## config.mk

```make
export PLATFORM = sky130hd
export DESIGN_NAME = i2c_xfer_seq
export DESIGN_NICKNAME = d
export VERILOG_FILES = /design/src/rtl/i2c_seq_pkg.sv /design/src/rtl/i2c_seq_ctrl_reg.sv /design/src/rtl/i2c_seq_fsm.sv /design/src/rtl/i2c_seq_flags.sv /design/src/rtl/i2c_xfer_seq.sv
export SDC_FILE = /design/constraint.sdc
export NUM_CORES = 1
export LEC_CHECK = 0
export CAP_MARGIN = 20
export CELL_PAD_IN_SITES_DETAIL_PLACEMENT = 0
export CELL_PAD_IN_SITES_GLOBAL_PLACEMENT = 1
export CORE_ASPECT_RATIO = 1.1
export CORE_MARGIN = 3
export CORE_UTILIZATION = 23
export DETAILED_ROUTE_END_ITERATION = 10
export HOLD_SLACK_MARGIN = 0.02
export PLACE_DENSITY = 0.77
export SYNTH_ARGS = -nofsm -noshare
export SYNTH_HDL_FRONTEND = slang
export SYNTH_SLANG_ARGS = --single-unit
```

## constraint.sdc

```tcl
create_clock -name clk_i -period 2.7 [get_ports clk_i]
set_input_delay 0.405 -clock clk_i [delete_from_list [all_inputs] [get_ports clk_i]]
set_output_delay 0.405 -clock clk_i [all_outputs]
set_load 0.01 [all_outputs]
```

## src/rtl/i2c_seq_pkg.sv

```systemverilog
package i2c_seq_pkg;
  typedef enum logic [1:0] {
    OP_START = 2'd0,
    OP_SEND  = 2'd1,
    OP_RECV  = 2'd2,
    OP_STOP  = 2'd3
  } eng_op_e;

  typedef enum logic [2:0] {
    S_IDLE, S_CHECK, S_START, S_BYTE, S_STOP, S_NEXT, S_FIN, S_HALT
  } seq_state_e;

  localparam int CB_GO     = 0;
  localparam int CB_RD     = 1;
  localparam int CB_CHAIN  = 2;
  localparam int CB_RSTART = 3;
  localparam int CB_CNT_LO = 4;
  localparam int CB_CNT_HI = 5;
  localparam int CB_WIDE   = 6;
  localparam int CB_HALT   = 7;
endpackage

```

## src/rtl/i2c_seq_ctrl_reg.sv

```systemverilog
module i2c_seq_ctrl_reg #(
  parameter int CTRL_W = 8
) (
  input  logic              clk_i,
  input  logic              rst_ni,
  input  logic              load_i,
  input  logic [CTRL_W-1:0] wdata_i,
  output logic [CTRL_W-1:0] ctrl_o
);
  import i2c_seq_pkg::*;

  logic [CTRL_W-1:0] ctrl_q;

  always_ff @(posedge clk_i or negedge rst_ni) begin
    if (!rst_ni) begin
      ctrl_q <= '0;
    end else if (load_i) begin
      ctrl_q         <= wdata_i;
      ctrl_q[CB_GO]  <= 1'b0;  // go is a trigger, never held
    end
  end

  assign ctrl_o = ctrl_q;
endmodule

```

## src/rtl/i2c_seq_fsm.sv

```systemverilog
module i2c_seq_fsm #(
  parameter int DATA_W    = 8,
  parameter int ADDR_W    = 7,
  parameter int BUF_DEPTH = 4,
  parameter int CTRL_W    = 8,
  localparam int IDX_W    = $clog2(BUF_DEPTH),
  localparam int CNT_W    = IDX_W + 1
) (
  input  logic              clk_i,
  input  logic              rst_ni,
  input  logic              ctrl_we_i,
  input  logic [CTRL_W-1:0] ctrl_wdata_i,
  input  logic [ADDR_W:0]   mst_addr_i,
  input  logic              bus_busy_i,
  output logic              load_o,
  output logic              eng_req_o,
  output logic [1:0]        eng_op_o,
  output logic [ADDR_W-1:0] eng_addr_o,
  output logic              eng_rd_o,
  output logic [DATA_W-1:0] eng_wdata_o,
  input  logic              eng_ack_i,
  input  logic              eng_nack_i,
  input  logic [DATA_W-1:0] eng_rdata_i,
  output logic [IDX_W-1:0]  buf_idx_o,
  input  logic [DATA_W-1:0] buf_rdata_i,
  output logic              buf_we_o,
  output logic [DATA_W-1:0] buf_wdata_o,
  output logic              busy_o,
  output logic [CNT_W-1:0]  cnt_o,
  output logic              evt_start_ok_o,
  output logic              evt_fail_o,
  output logic              evt_done_o,
  output logic              evt_halt_o
);
  import i2c_seq_pkg::*;

  seq_state_e        st_q, st_d;
  logic [IDX_W-1:0]  idx_q, last_q;
  logic [CNT_W-1:0]  cnt_q;
  logic [ADDR_W-1:0] addr_q;
  logic              rd_q, stop_each_q;
  logic              idle, want_halt, want_go;

  assign idle      = (st_q == S_IDLE);
  assign load_o    = ctrl_we_i && idle;
  // halt outranks go only when the bus is actually held
  assign want_halt = load_o && ctrl_wdata_i[CB_HALT] && bus_busy_i;
  assign want_go   = load_o && ctrl_wdata_i[CB_GO] && !want_halt;

  always_comb begin
    st_d = st_q;
    unique case (st_q)
      S_IDLE:  if (want_halt) st_d = S_HALT;
               else if (want_go) st_d = S_CHECK;
      S_CHECK: st_d = bus_busy_i ? S_BYTE : S_START;
      S_START: if (eng_ack_i) st_d = eng_nack_i ? S_FIN : S_BYTE;
      S_BYTE:  if (eng_ack_i) begin
                 if (eng_nack_i && !rd_q) st_d = S_FIN;
                 else st_d = stop_each_q ? S_STOP : S_NEXT;
               end
      S_STOP:  if (eng_ack_i) st_d = S_NEXT;
      S_NEXT:  st_d = (idx_q == last_q) ? S_FIN : S_CHECK;
      S_FIN:   st_d = S_IDLE;
      S_HALT:  if (eng_ack_i) st_d = S_IDLE;
      default: st_d = S_IDLE;
    endcase
  end

  always_ff @(posedge clk_i or negedge rst_ni) begin
    if (!rst_ni) begin
      st_q        <= S_IDLE;
      idx_q       <= '0;
      last_q      <= '0;
      cnt_q       <= '0;
      addr_q      <= '0;
      rd_q        <= 1'b0;
      stop_each_q <= 1'b0;
    end else begin
      st_q <= st_d;
      if (idle && want_go) begin
        idx_q       <= '0;
        last_q      <= ctrl_wdata_i[CB_CNT_HI:CB_CNT_LO];
        cnt_q       <= '0;
        addr_q      <= mst_addr_i[ADDR_W:1];
        rd_q        <= ctrl_wdata_i[CB_RD];
        stop_each_q <= ctrl_wdata_i[CB_RSTART] || !ctrl_wdata_i[CB_CHAIN];
      end
      if (st_q == S_BYTE && eng_ack_i && !(eng_nack_i && !rd_q))
        cnt_q <= cnt_q + CNT_W'(1);
      if (st_q == S_NEXT && idx_q != last_q)
        idx_q <= idx_q + IDX_W'(1);
    end
  end

  always_comb begin
    eng_op_o = OP_STOP;
    unique case (st_q)
      S_START: eng_op_o = OP_START;
      S_BYTE:  eng_op_o = rd_q ? OP_RECV : OP_SEND;
      default: eng_op_o = OP_STOP;
    endcase
  end

  assign eng_req_o      = (st_q == S_START) || (st_q == S_BYTE) ||
                          (st_q == S_STOP)  || (st_q == S_HALT);
  assign eng_addr_o     = addr_q;
  assign eng_rd_o       = rd_q;
  assign eng_wdata_o    = buf_rdata_i;
  assign buf_idx_o      = idx_q;
  assign buf_we_o       = (st_q == S_BYTE) && eng_ack_i && rd_q;
  assign buf_wdata_o    = eng_rdata_i;
  assign busy_o         = !idle;
  assign cnt_o          = cnt_q;
  assign evt_start_ok_o = (st_q == S_START) && eng_ack_i && !eng_nack_i;
  assign evt_fail_o     = eng_ack_i && eng_nack_i &&
                          ((st_q == S_START) || (st_q == S_BYTE && !rd_q));
  assign evt_done_o     = (st_q == S_FIN);
  assign evt_halt_o     = (st_q == S_HALT) && eng_ack_i;
endmodule

```

## src/rtl/i2c_seq_flags.sv

```systemverilog
module i2c_seq_flags #(
  parameter int CNT_W = 3
) (
  input  logic             clk_i,
  input  logic             rst_ni,
  input  logic             evt_start_ok_i,
  input  logic             evt_fail_i,
  input  logic             evt_done_i,
  input  logic             evt_halt_i,
  input  logic [CNT_W-1:0] cnt_i,
  input  logic             irq_glb_en_i,
  input  logic             irq_done_en_i,
  input  logic             irq_halt_en_i,
  input  logic             irq_clr_i,
  input  logic             abort_clr_i,
  output logic             err_o,
  output logic             abort_o,
  output logic             irq_o
);
  logic err_q, abort_q, irq_q, irq_set;

  assign irq_set = irq_glb_en_i &&
                   ((evt_done_i && cnt_i != '0 && irq_done_en_i) ||
                    (evt_halt_i && irq_halt_en_i));

  always_ff @(posedge clk_i or negedge rst_ni) begin
    if (!rst_ni) begin
      err_q   <= 1'b0;
      abort_q <= 1'b0;
      irq_q   <= 1'b0;
    end else begin
      if (evt_fail_i)          err_q <= 1'b1;
      else if (evt_start_ok_i) err_q <= 1'b0;
      if (evt_fail_i)          abort_q <= 1'b1;
      else if (abort_clr_i)    abort_q <= 1'b0;
      if (irq_set)             irq_q <= 1'b1;
      else if (irq_clr_i)      irq_q <= 1'b0;
    end
  end

  assign err_o   = err_q;
  assign abort_o = abort_q;
  assign irq_o   = irq_q;
endmodule

```

## src/rtl/i2c_xfer_seq.sv

```systemverilog
module i2c_xfer_seq #(
  parameter int DATA_W    = 8,
  parameter int ADDR_W    = 7,
  parameter int BUF_DEPTH = 4,
  parameter int CTRL_W    = 8,
  localparam int IDX_W    = $clog2(BUF_DEPTH),
  localparam int CNT_W    = IDX_W + 1
) (
  input  logic              clk_i,
  input  logic              rst_ni,
  input  logic              ctrl_we_i,
  input  logic [CTRL_W-1:0] ctrl_wdata_i,
  output logic [CTRL_W-1:0] ctrl_o,
  input  logic [ADDR_W:0]   mst_addr_i,
  input  logic              irq_glb_en_i,
  input  logic              irq_done_en_i,
  input  logic              irq_halt_en_i,
  input  logic              irq_clr_i,
  input  logic              abort_clr_i,
  input  logic              bus_busy_i,
  output logic              eng_req_o,
  output logic [1:0]        eng_op_o,
  output logic [ADDR_W-1:0] eng_addr_o,
  output logic              eng_rd_o,
  output logic [DATA_W-1:0] eng_wdata_o,
  input  logic              eng_ack_i,
  input  logic              eng_nack_i,
  input  logic [DATA_W-1:0] eng_rdata_i,
  output logic [IDX_W-1:0]  buf_idx_o,
  input  logic [DATA_W-1:0] buf_rdata_i,
  output logic              buf_we_o,
  output logic [DATA_W-1:0] buf_wdata_o,
  output logic              busy_o,
  output logic              err_o,
  output logic              abort_o,
  output logic [CNT_W-1:0]  xfer_cnt_o,
  output logic              irq_o
);
  logic load, ev_ok, ev_fail, ev_done, ev_halt;

  i2c_seq_ctrl_reg #(.CTRL_W(CTRL_W)) u_ctrl (
    .clk_i   (clk_i),
    .rst_ni  (rst_ni),
    .load_i  (load),
    .wdata_i (ctrl_wdata_i),
    .ctrl_o  (ctrl_o)
  );

  i2c_seq_fsm #(
    .DATA_W(DATA_W), .ADDR_W(ADDR_W), .BUF_DEPTH(BUF_DEPTH), .CTRL_W(CTRL_W)
  ) u_fsm (
    .clk_i          (clk_i),
    .rst_ni         (rst_ni),
    .ctrl_we_i      (ctrl_we_i),
    .ctrl_wdata_i   (ctrl_wdata_i),
    .mst_addr_i     (mst_addr_i),
    .bus_busy_i     (bus_busy_i),
    .load_o         (load),
    .eng_req_o      (eng_req_o),
    .eng_op_o       (eng_op_o),
    .eng_addr_o     (eng_addr_o),
    .eng_rd_o       (eng_rd_o),
    .eng_wdata_o    (eng_wdata_o),
    .eng_ack_i      (eng_ack_i),
    .eng_nack_i     (eng_nack_i),
    .eng_rdata_i    (eng_rdata_i),
    .buf_idx_o      (buf_idx_o),
    .buf_rdata_i    (buf_rdata_i),
    .buf_we_o       (buf_we_o),
    .buf_wdata_o    (buf_wdata_o),
    .busy_o         (busy_o),
    .cnt_o          (xfer_cnt_o),
    .evt_start_ok_o (ev_ok),
    .evt_fail_o     (ev_fail),
    .evt_done_o     (ev_done),
    .evt_halt_o     (ev_halt)
  );

  i2c_seq_flags #(.CNT_W(CNT_W)) u_flags (
    .clk_i          (clk_i),
    .rst_ni         (rst_ni),
    .evt_start_ok_i (ev_ok),
    .evt_fail_i     (ev_fail),
    .evt_done_i     (ev_done),
    .evt_halt_i     (ev_halt),
    .cnt_i          (xfer_cnt_o),
    .irq_glb_en_i   (irq_glb_en_i),
    .irq_done_en_i  (irq_done_en_i),
    .irq_halt_en_i  (irq_halt_en_i),
    .irq_clr_i      (irq_clr_i),
    .abort_clr_i    (abort_clr_i),
    .err_o          (err_o),
    .abort_o        (abort_o),
    .irq_o          (irq_o)
  );
endmodule

```

==> impl_summary.log <==
INFO  metric status = complete, no violations
INFO  metric holdCritPathClass = flop to flop
INFO  metric port_buffers = 53
INFO  metric die_x = 84.5 microns
INFO  metric final_cell_area = 2160 sq um
INFO  metric netlist_area_before_placement = 1560 sq um
INFO  metric vias_per_cell = 4.36
INFO  metric grt_overflow = 0
INFO  metric initial_utilization = 24.5%
INFO  metric synthesis.nets = 210
INFO  metric drc = 0
INFO  metric clk_transition_reported_paths = 60 ps
INFO  metric hold_violations = 0
INFO  metric timing.final.setup_violations = 0
INFO  metric power.density_cell_area = 1080 nW/um^2
INFO  metric ys_warn_count = 0
INFO  metric number_of_global_route_vias_before_repair = 1,343
INFO  metric die-area = 7810 sq um
INFO  metric ctsHtreeMaxLevel = 2
INFO  metric crit_path_required_time = 2300 ps
INFO  metric dp_slack = 504 ps
INFO  metric cts_tree = done
INFO  metric synthFlopType = sky130_fd_sc_hd__dfrtp_1
INFO  metric finish.net_count = 252
INFO  metric detailed_place.area = 2060 sq um
INFO  metric design.portCount = 88
INFO  metric diodes = 0
INFO  metric start_kind = flop
INFO  metric rr_startpoint = u_fsm.st_q[0]
INFO  metric die-height = 92.4 microns
INFO  metric timing.critical_path.from = u_fsm.st_q[1]
INFO  metric fmax = 429 MHz
INFO  metric grt_setup_unrepaired = no
INFO  metric cts.sinks = 29
INFO  metric fin_worst_skew = 6.93 ps
INFO  metric number_of_buffers_on_the_longest_clock_path = 2
INFO  metric dp.final_hpwl = 2820 microns
INFO  metric synthToLayoutAreaGrowth = 38.5%
INFO  metric maxSlewHeadroom = 64.4%
INFO  metric nFillCells = 662
INFO  metric drt_pass1_iterations = 4
INFO  metric setup_ws = 367 ps
INFO  metric ys_async_sr_fraction = 100%
INFO  metric layout-drive-gt1-share = 10.1%
INFO  metric synth_seq_area_share = 46.5%
INFO  metric final.setup.tns = 0 ps
INFO  metric post_cts_buffers = 0
INFO  metric total_routed_wirelength = 3840 microns
INFO  metric drtIter0Drc = 68
INFO  metric worst_ep_arrival_time = 1930 ps
INFO  metric worst_slew_pin_slew = 533 ps
INFO  metric avgRoutedWirePerCell = 13.3 microns
INFO  metric initial_antenna_violation_count = 0
INFO  metric area_of_the_core = 6380 sq um
INFO  metric rows = 30
INFO  metric worstSetupPathType = flop to output port
INFO  metric max-cap-violations = 0
INFO  metric synth_seq_cells = 29
INFO  metric clk_root_buffer_cell = sky130_fd_sc_hd__clkbuf_8
INFO  metric final_period_minus_worst_setup_slack = 2330 ps
INFO  metric ir_drop = 0.000392 V
INFO  metric end_kind = output port
INFO  metric ant_nets = 0
INFO  metric synth_edf_count = 0
INFO  metric min-delay-start = u_fsm.eng_addr_o[2]
INFO  metric grt_start_max_net_pins = 30
INFO  metric synth_cell_types = 33
INFO  metric vias = 1,257
INFO  metric cts-hold-fix-buffers = 0
INFO  metric postCtsResizedCells = 0
INFO  metric post-route-period-util = 86.4%
INFO  metric post_synth_inst_count = 165
INFO  metric insertion_delay = 280 ps
INFO  metric timing.final.max_slew_violations = 0
INFO  metric overall_global_routing_resource_usage = 10.6%
INFO  metric numCtsBuffers = 5
INFO  metric cellLeakagePower = 0.961 nW
INFO  metric grt_first_pass_wirelength = 6580 microns
INFO  metric fin_util = 33.9%
INFO  metric finalWeightedCongestion = 0.739
INFO  metric mean_instance_size_in_the_synthesized_netlist = 9.46 sq um
INFO  metric timing.critical_path.fanout_max = 13
INFO  metric fin_total_pwr = 0.00233 W
[cells in the final DEF (no fill, tap or decap), types with 2 or more instances in the layout]
cell,instances
sky130_fd_sc_hd__clkbuf_8,7
sky130_fd_sc_hd__nand2b_1,3
sky130_fd_sc_hd__o21ai_0,6
sky130_fd_sc_hd__nor2b_1,4
sky130_fd_sc_hd__clkdlybuf4s50_1,53
sky130_fd_sc_hd__a211o_1,3
sky130_fd_sc_hd__mux2_2,7
sky130_fd_sc_hd__buf_4,4
sky130_fd_sc_hd__and3_1,2
sky130_fd_sc_hd__inv_1,8
sky130_fd_sc_hd__xnor2_1,3
sky130_fd_sc_hd__nand2_1,39
sky130_fd_sc_hd__nand3_1,7
sky130_fd_sc_hd__mux2i_1,3
sky130_fd_sc_hd__nor2_1,8
sky130_fd_sc_hd__a21oi_1,3
sky130_fd_sc_hd__and3b_1,2
sky130_fd_sc_hd__dfrtp_1,29
sky130_fd_sc_hd__ha_1,2
[routing by layer]
metal  GRT usage (%)  vias to the layer above  share of wire, %
met3            4.18                        6               7.8
met4            3.56                        0               1.3
met1            12.7                      590                44
met5               0                        -                 0
li1                -                      617                 -
met2            17.3                       44                47
[cell families (layout without fill, tap and decap cells)]
group / after synthesis / in the layout / synth area share, %
muxes: 10 / 10 / 6.98
xor gates and xnor gates: 4 / 4 / 2.25
DFF: 29 / 29 / 46.5
and+or+nand+nor: 69 / 69 / 21.4
buffers and inverters: 30 / 73 / 12.3
AOI/OAI and AO/OA: 20 / 20 / 8.74
other: 1 / 1 / 0.240
adders and majority gates: 2 / 2 / 1.60
[path summary, 6_finish.rpt]
check	endpoint	slack (ps)	cells after the start
max	buf_we_o	370	4
min reg2reg	u_fsm.eng_addr_o[2]	480	2
max reg2reg	u_fsm.eng_addr_o[5]	940	5
min	u_fsm.eng_addr_o[2]	480	2
max in group asynchronous	u_fsm.cnt_o[1]	1900	2
min in group asynchronous	u_flags.err_o	520	2
[per-stage QoR]
step                      hold slack (ps)  instances
after floorplan                       109        165
after global placement                457        280
after detailed placement              466        280
after CTS                             482        288
after global routing                  521        288
final                                 477        288
[worst max-delay path, stage by stage (launching register included)]
cell and delay, ps:
sky130_fd_sc_hd__dfrtp_1 630, sky130_fd_sc_hd__nor2b_1 260, sky130_fd_sc_hd__nand2_1 90, sky130_fd_sc_hd__nor2_1 110, sky130_fd_sc_hd__clkdlybuf4s50_1 550
[power by group]
group | switching (W) | internal [W]
combinational | 0.000444 | 0.000640
clock | 0.000168 | 0.000230
sequential | 0.000212 | 0.000633
total | 0.000823 | 0.00150
[state kept, by name, indices dropped and copies added, names as in the netlist]
name	cells
u_ctrl.ctrl_o	7
u_fsm.eng_addr_o	7
u_fsm.cnt_o	3
u_fsm.st_q	3
u_fsm.buf_idx_o	2
u_fsm.last_q	2
u_flags.abort_o	1
u_flags.err_o	1
u_flags.irq_o	1
u_fsm.eng_rd_o	1
u_fsm.stop_each_q	1
[cells in the mapped netlist, drive strengths merged, types with 2 or more instances]
| cell type | number | area share [%] |
|---|---|---|
| nor2 | 8 | 1.9 |
| mux2 | 7 | 5.1 |
| buf | 22 | 10 |
| nor2b | 4 | 1.6 |
| o21ai | 6 | 1.9 |
| nand3 | 7 | 2.2 |
| a211o | 3 | 1.7 |
| inv | 8 | 1.9 |
| nand2 | 39 | 9.4 |
| xnor2 | 3 | 1.7 |
| nand2b | 3 | 1.2 |
| and3 | 2 | 0.80 |
| a21oi | 3 | 0.96 |
| and3b | 2 | 1.1 |
| dfrtp | 29 | 47 |
| ha | 2 | 1.6 |
| mux2i | 3 | 1.9 |
[final cells by class]
type | instances | area, sq um | share of cell area, %
Clock buffer | 7 | 96.3 | 4.46
Clock inverter | 1 | 5.00 | 0.232
Timing Repair Buffer | 57 | 561 | 25.9
Multi-Input combinational cell | 106 | 643 | 29.8
Inverter | 8 | 30.0 | 1.39
Sequential cell | 29 | 726 | 33.6
Tap cell | 80 | 100 | 4.63
Note: power is estimated with default switching activity, not from simulation.
